--- config.mk ---
export PLATFORM = sky130hd
export DESIGN_NAME = dual_press_reset
export DESIGN_NICKNAME = d
export VERILOG_FILES = /design/src/rtl/lpr_pkg.sv /design/src/rtl/lpr_sync2.sv /design/src/rtl/lpr_hold_timer.sv /design/src/rtl/lpr_out_stage.sv /design/src/rtl/dual_press_reset.sv
export SDC_FILE = /design/constraint.sdc
export NUM_CORES = 1
export LEC_CHECK = 0
export ABC_CLOCK_PERIOD_IN_PS = 4300
export BUFFER_PORTS_ARGS = -buffer_cell sky130_fd_sc_hd__buf_2
export CORE_MARGIN = 2
export CORE_UTILIZATION = 60
export DETAILED_ROUTE_END_ITERATION = 8
export PLACE_DENSITY_LB_ADDON = 0.05
export SLEW_MARGIN = 20
export SYNTH_ARGS = -nofsm -noshare
export SYNTH_HDL_FRONTEND = slang
export SYNTH_SLANG_ARGS = --single-unit
--- constraint.sdc ---
create_clock -name clk -period 4.3 [get_ports clk]
set_input_delay 0.215 -clock clk [delete_from_list [all_inputs] [get_ports clk]]
set_output_delay 0.215 -clock clk [all_outputs]
set_load 0.05 [all_outputs]
--- src/rtl/lpr_pkg.sv ---
package lpr_pkg;

  // Hold length in clock cycles for a period given in milliseconds.
  function automatic longint unsigned ms_to_cycles(input longint unsigned clk_hz,
                                                   input longint unsigned ms);
    return (clk_hz * ms) / 64'd1000;
  endfunction

  function automatic longint unsigned max_u64(input longint unsigned a,
                                              input longint unsigned b);
    return (a > b) ? a : b;
  endfunction

  // Bits needed to hold the values 0..max_val.
  function automatic int cnt_bits(input longint unsigned max_val);
    int n;
    n = 1;
    while ((n < 63) && ((64'd1 << n) <= max_val)) n++;
    return n;
  endfunction

endpackage

--- src/rtl/lpr_sync2.sv ---
module lpr_sync2 #(
  parameter int         W    = 2,
  parameter logic [W-1:0] INIT = '1
) (
  input  logic         clk,
  input  logic         rst_n,
  input  logic [W-1:0] d_async,
  output logic [W-1:0] q_sync
);

  logic [W-1:0] stage1;
  logic [W-1:0] stage2;

  always_ff @(posedge clk or negedge rst_n) begin
    if (!rst_n) begin
      stage1 <= INIT;
      stage2 <= INIT;
    end else begin
      stage1 <= d_async;
      stage2 <= stage1;
    end
  end

  assign q_sync = stage2;

endmodule

--- src/rtl/lpr_hold_timer.sv ---
module lpr_hold_timer #(
  parameter int CW = 8
) (
  input  logic          clk,
  input  logic          rst_n,
  input  logic          run,
  input  logic [CW-1:0] limit,
  output logic [CW-1:0] cnt,
  output logic          done
);

  logic at_limit;

  assign at_limit = (cnt >= limit);

  always_ff @(posedge clk or negedge rst_n) begin
    if (!rst_n) begin
      cnt <= '0;
    end else if (!run) begin
      cnt <= '0;
    end else if (!at_limit) begin
      cnt <= cnt + 1'b1;
    end
  end

  assign done = at_limit;

endmodule

--- src/rtl/lpr_out_stage.sv ---
module lpr_out_stage (
  input  logic clk,
  input  logic rst_n,
  input  logic fire,
  output logic pull_low_en,
  output logic level_high
);

  always_ff @(posedge clk or negedge rst_n) begin
    if (!rst_n) pull_low_en <= 1'b0;
    else        pull_low_en <= fire;
  end

  always_ff @(posedge clk or negedge rst_n) begin
    if (!rst_n) level_high <= 1'b0;
    else        level_high <= fire;
  end

endmodule

--- src/rtl/dual_press_reset.sv ---
module dual_press_reset #(
  parameter longint unsigned CLK_HZ   = 1_000_000,
  parameter longint unsigned SHORT_MS = 7500,
  parameter longint unsigned LONG_MS  = 12500
) (
  input  logic clk,
  input  logic rst_n,
  input  logic btn_a_n,
  input  logic btn_b_n,
  input  logic dly_sel,
  input  logic uv_flag,
  output logic rst1_drive_low,
  output logic rst2_out
);
  import lpr_pkg::*;

  localparam longint unsigned SHORT_CYC = ms_to_cycles(CLK_HZ, SHORT_MS);
  localparam longint unsigned LONG_CYC  = ms_to_cycles(CLK_HZ, LONG_MS);
  localparam longint unsigned MAX_CYC   = max_u64(SHORT_CYC, LONG_CYC);
  localparam int              CW        = cnt_bits(MAX_CYC);
  localparam logic [CW-1:0]   SHORT_L   = CW'(SHORT_CYC);
  localparam logic [CW-1:0]   LONG_L    = CW'(LONG_CYC);

  logic [1:0]    btn_sync_n;
  logic          both_held;
  logic          hold_run;
  logic [CW-1:0] hold_limit;
  logic [CW-1:0] hold_cnt;
  logic          hold_done;
  logic          fire;

  lpr_sync2 #(.W(2), .INIT(2'b11)) u_sync (
    .clk     (clk),
    .rst_n   (rst_n),
    .d_async ({btn_b_n, btn_a_n}),
    .q_sync  (btn_sync_n)
  );

  assign both_held  = ~btn_sync_n[0] & ~btn_sync_n[1];
  assign hold_run   = both_held & ~uv_flag;
  assign hold_limit = dly_sel ? LONG_L : SHORT_L;

  lpr_hold_timer #(.CW(CW)) u_timer (
    .clk   (clk),
    .rst_n (rst_n),
    .run   (hold_run),
    .limit (hold_limit),
    .cnt   (hold_cnt),
    .done  (hold_done)
  );

  assign fire = hold_run & hold_done;

  lpr_out_stage u_out (
    .clk         (clk),
    .rst_n       (rst_n),
    .fire        (fire),
    .pull_low_en (rst1_drive_low),
    .level_high  (rst2_out)
  );

endmodule

; ---- Yosys cells after proc, flatten, opt, wreduce, memory -nomap -nowiden
; Index checks and enable logic that the tools add are counted.
[op_classes]
add_sub_neg = 1
mul = 0
n_div = 0
magnitude_cmp = 1
eq_ne = 1
n_shift = 0
mux = 3
bitwise = 6
n_reduce_logical = 0
[ops]
columns = op, count
row1 = 24-bit 2-to-1 mux, 3
row2 = 24-bit by 1-bit adder with 24-bit output (second input constant), 1
row3 = 24-bit >= comparator, 1
row4 = 1-bit AND, 3
row5 = 1-bit NOT, 3
row6 = 2-bit inequality test (second input constant), 1
[word_totals]
regBits = 29
latchBits = 0
ramBits = 0
rom_bits = 0
input_bits = 6
elab_cells = 16
n_memories = 0

; ---- Longest topological paths before layout
[depth]
depth_word = 4
mapped_depth = 9
ltp_nobuf = 7

; ---- Hierarchy
; From an unflattened synthesis, not the netlist that was laid out.
[hier_totals]
hier_cells = 237
hier_area_um2 = 2118.3
[modules_own_cells]
columns = mod, n_inst, cells_per_inst, area_each_um2
row1 = lpr_hold_timer, 1, 226, 1949.4
row2 = lpr_sync2, 1, 4, 105.1
row3 = lpr_out_stage, 1, 2, 32.5
row4 = dual_press_reset, 1, 5, 31.3

; ---- Worst setup path before layout
; No wires, ideal clock.
[synth_timing]
kind = reg2reg
from = register u_timer.cnt[23]
to = register u_timer.cnt[19]
setup_ps = 78
arrival_ps = 2107
t_required_ps = 4222
setup_slack_ps = 2115
path_stages_with_launch = 8
path_buffers = 1
period_less_slack_ps = 2185
cell_sequence = dfrtp_1 -> ha_1 -> a21oi_4 -> nand3_1 -> or3_1 -> buf_2 -> or4_1 -> a21oi_1
[synth_between]
elab_chain_cells = 2
[synth_rtl]
columns = item, line
row1 = from (decl), lpr_hold_timer.sv:8  ; output logic [CW-1:0] cnt,
row2 = from (signal assigned), lpr_hold_timer.sv:22  ; cnt <= cnt + 1'b1;
row3 = 24-bit >= comparator, lpr_hold_timer.sv:14  ; assign at_limit = (cnt >= limit);
row4 = 2-bit inequality test (no line), -
; No other way between the ends.
; A chain may end at the register's enable or synchronous reset.

; ---- Worst setup path in the final report
[layout_timing]
from = register u_timer.cnt[23]
to = register u_timer.cnt[11]
; The elaborated chain is that of the path after synthesis.

==> metrics <==
Die Area 0.00344 mm²; Rows 19; Synth top area share 0.349; post-route insts no fill 234; cell taking the most area after synthesis dfrtp_1; Peak VDD IR 0.257 mV; Hold/Removal Path Class primary input to register; # DRC 0; Final Net Count 220; sequential share of the synthesized area 0.408; syn avg cell area 9.28 µm²; fin area 0.00194 mm²; critical path arrival 3.14 ns; CP peak stage delay 0.81 ns; initial antenna violation count 0; post-DR vias/cell 7.01; post-route ant nets 0; flops & latches, synth 29; CTS H-tree lvls 2; CTS Buffer Depth 2; P per Cell Area 276 mW/mm²; DP HPWL 2.90 mm; top-count cell post-synth dfrtp_1; DR WL met3 227 µm; DR WL met2 2.05 mm; I/O Buffers 7; Max Cap Viol 0; Unique masters post-synth 39; setup TNS 0 ns; Worst Hold Slack 0.268 ns; die width 58.6 µm; Placed Area 0.00182 mm²; ranking of synthesized cells by area dfrtp_1 (35%), ha_1 (8.4%), a21oi_1 (6.1%); critical path required time 4.54 ns; max-slew violation count 0; largest net degree at the start of global routing 30; Commonest cells post-synth dfrtp_1 (25), a21oi_1 (22), nand2_1 (13); Routed WL per cell 17.3 µm; warnings from Yosys 0; worst slew pin tran 0.851 ns; RSZ-0062 raised after global routing false; CTS tree yes; grt total ovfl 0; I/O pin total 8; Placed Cells 223; Iter 0 DRT Violations 81; FMAX 346 MHz; leakage 0.757 nW; Worst slew margin 0.433; CP Class register to register; Worst setup SP type register; clock tree sinks 29; register clock-pin slew on the reported worst setup and hold paths 0.10 ns; wl on met1 1.71 mm; Critical Path, Cell by Cell ha_1, nand4_1, nor4_1, a22o_1, o21ai_0, a21oi_1; Initial Util 0.638; post-CTS setup buffer count 0; Synth Flop Type dfrtp_1; vias in the first global route 1573; synthesized instance count 193; share of layout cells above drive strength 1 0.118; die height 58.6 µm; Final Hold Violating Endpoints 0; post-synth net total 211; Total Power 535 µW; Mapped Area 0.00179 mm²; Synth-to-Final Area Change 8.25%; drt first pass iters 4; global-route wire length before repair 7.02 mm; Core Region 0.00281 mm²; Tmin final 2.89 ns; root buffer cell clkbuf_4; total CTS buffers 5; final worst path period share 0.673; GRT Util Overall 0.273; final setup fails 0; DRT Wirelength 4.06 mm; post-synthesis async set-or-reset flop share 1.00; status completed; Worst Path Max Fanout 29; # diodes 0; Post-synth EDFFs 0; via count 1640; DR top layer met4; Worst setup EP type register; Clock Skews 0.0103 ns; Final GP Congestion 0.907; slowest cell on the critical path a22o_1; Clock Latency Late Sink 0.33 ns
==> cells by family (layout without fill, tap and decap cells) <==
logic type | count (synthesis) | in the layout | share of synthesized area
simple gates | 79 | 79 | 0.261
mux | 2 | 2 | 0.0112
buf+inv | 14 | 24 | 0.0356
compound gates | 57 | 57 | 0.200
fa+ha+maj | 12 | 12 | 0.0839
flops | 29 | 29 | 0.408
==> worst paths after layout <==
kind / start / end / slack [ns] / cells after the start
setup / recovery: u_timer.cnt[23] / u_timer.cnt[11] / 1.41 / 6
max in group asynchronous: rst_n / u_timer.cnt[11] / 3.44 / 2
hold / removal: uv_flag / u_timer.cnt[22] / 0.27 / 4
min in group asynchronous: rst_n / u_timer.cnt[7] / 0.44 / 2
setup reg to reg: u_timer.cnt[23] / u_timer.cnt[11] / 1.41 / 6
hold reg to reg: u_sync.stage1[1] / u_sync.q_sync[1] / 0.36 / 0
==> state kept, by name, indices dropped and copies added, names as in the netlist <==
signal and cells:
u_out.level_high 1, u_sync.q_sync 2, u_sync.stage1 2, u_timer.cnt 24
==> per-layer routing <==
metal  vias up  global-route usage
met1       815               0.334
li1        768                   -
met5         -                   0
met4         0              0.0812
met3         7              0.0681
met2        50               0.475
==> power by group <==
part	leakage (nW)	internal, mW	switching, mW
clock network	0.0455	0.139	0.0974
registers	0.391	0.276	0.00109
logic	0.320	0.00683	0.0149
total	0.757	0.422	0.113
==> through the flow <==
stage	util	setup slack (ns)
2_1_floorplan	-	2.11
3_3_place_gp	0.650	1.63
3_5_place_dp	0.650	1.42
4_1_cts	0.691	1.49
5_1_grt	0.691	1.22
6_report	0.691	1.41
==> critical path: cells and delay by family (launching register included) <==
kind                       cells  cell delay (ns)
adders and majority gates      1             0.38
AOI/OAI and AO/OA              3             1.21
DFF                            1             0.43
and+or+nand+nor                2             0.79
==> cell usage in the layout, fill, tap and decap left out, drive strengths merged <==
master,count
a21o,3
a21oi,23
a221oi,1
a22o,1
a22oi,1
a31o,1
a31oi,1
and2,1
and3,2
buf,7
bufinv,1
clkbuf,7
dfrtp,25
dfstp,4
dlygate4sd3,3
ha,12
inv,6
mux2i,2
nand2,13
nand2b,3
nand3,9
nand3b,2
nand4,11
nand4b,2
nor2,7
nor3,4
nor4,3
o211ai,3
o21ai,11
o31ai,11
o41ai,1
or2,1
or3,10
or4,11
==> what timing repair did <==
item | 4_1_cts | 5_1_grt
resized for setup | 0 | 0
hold endpoints to repair | 27 | 0
hold buffers | 3 | 0
==> area by class of cell <==
type,instances,area [µm²]
multi-input cells,150,996
fillers,234,867
flip-flops and latches,29,731
repair buffers,10,65.1
clock buffers,7,55.1
well taps,31,38.8
clock inverters,1,30.0
inverters,6,22.5
(Power assumes the default switching activity.)
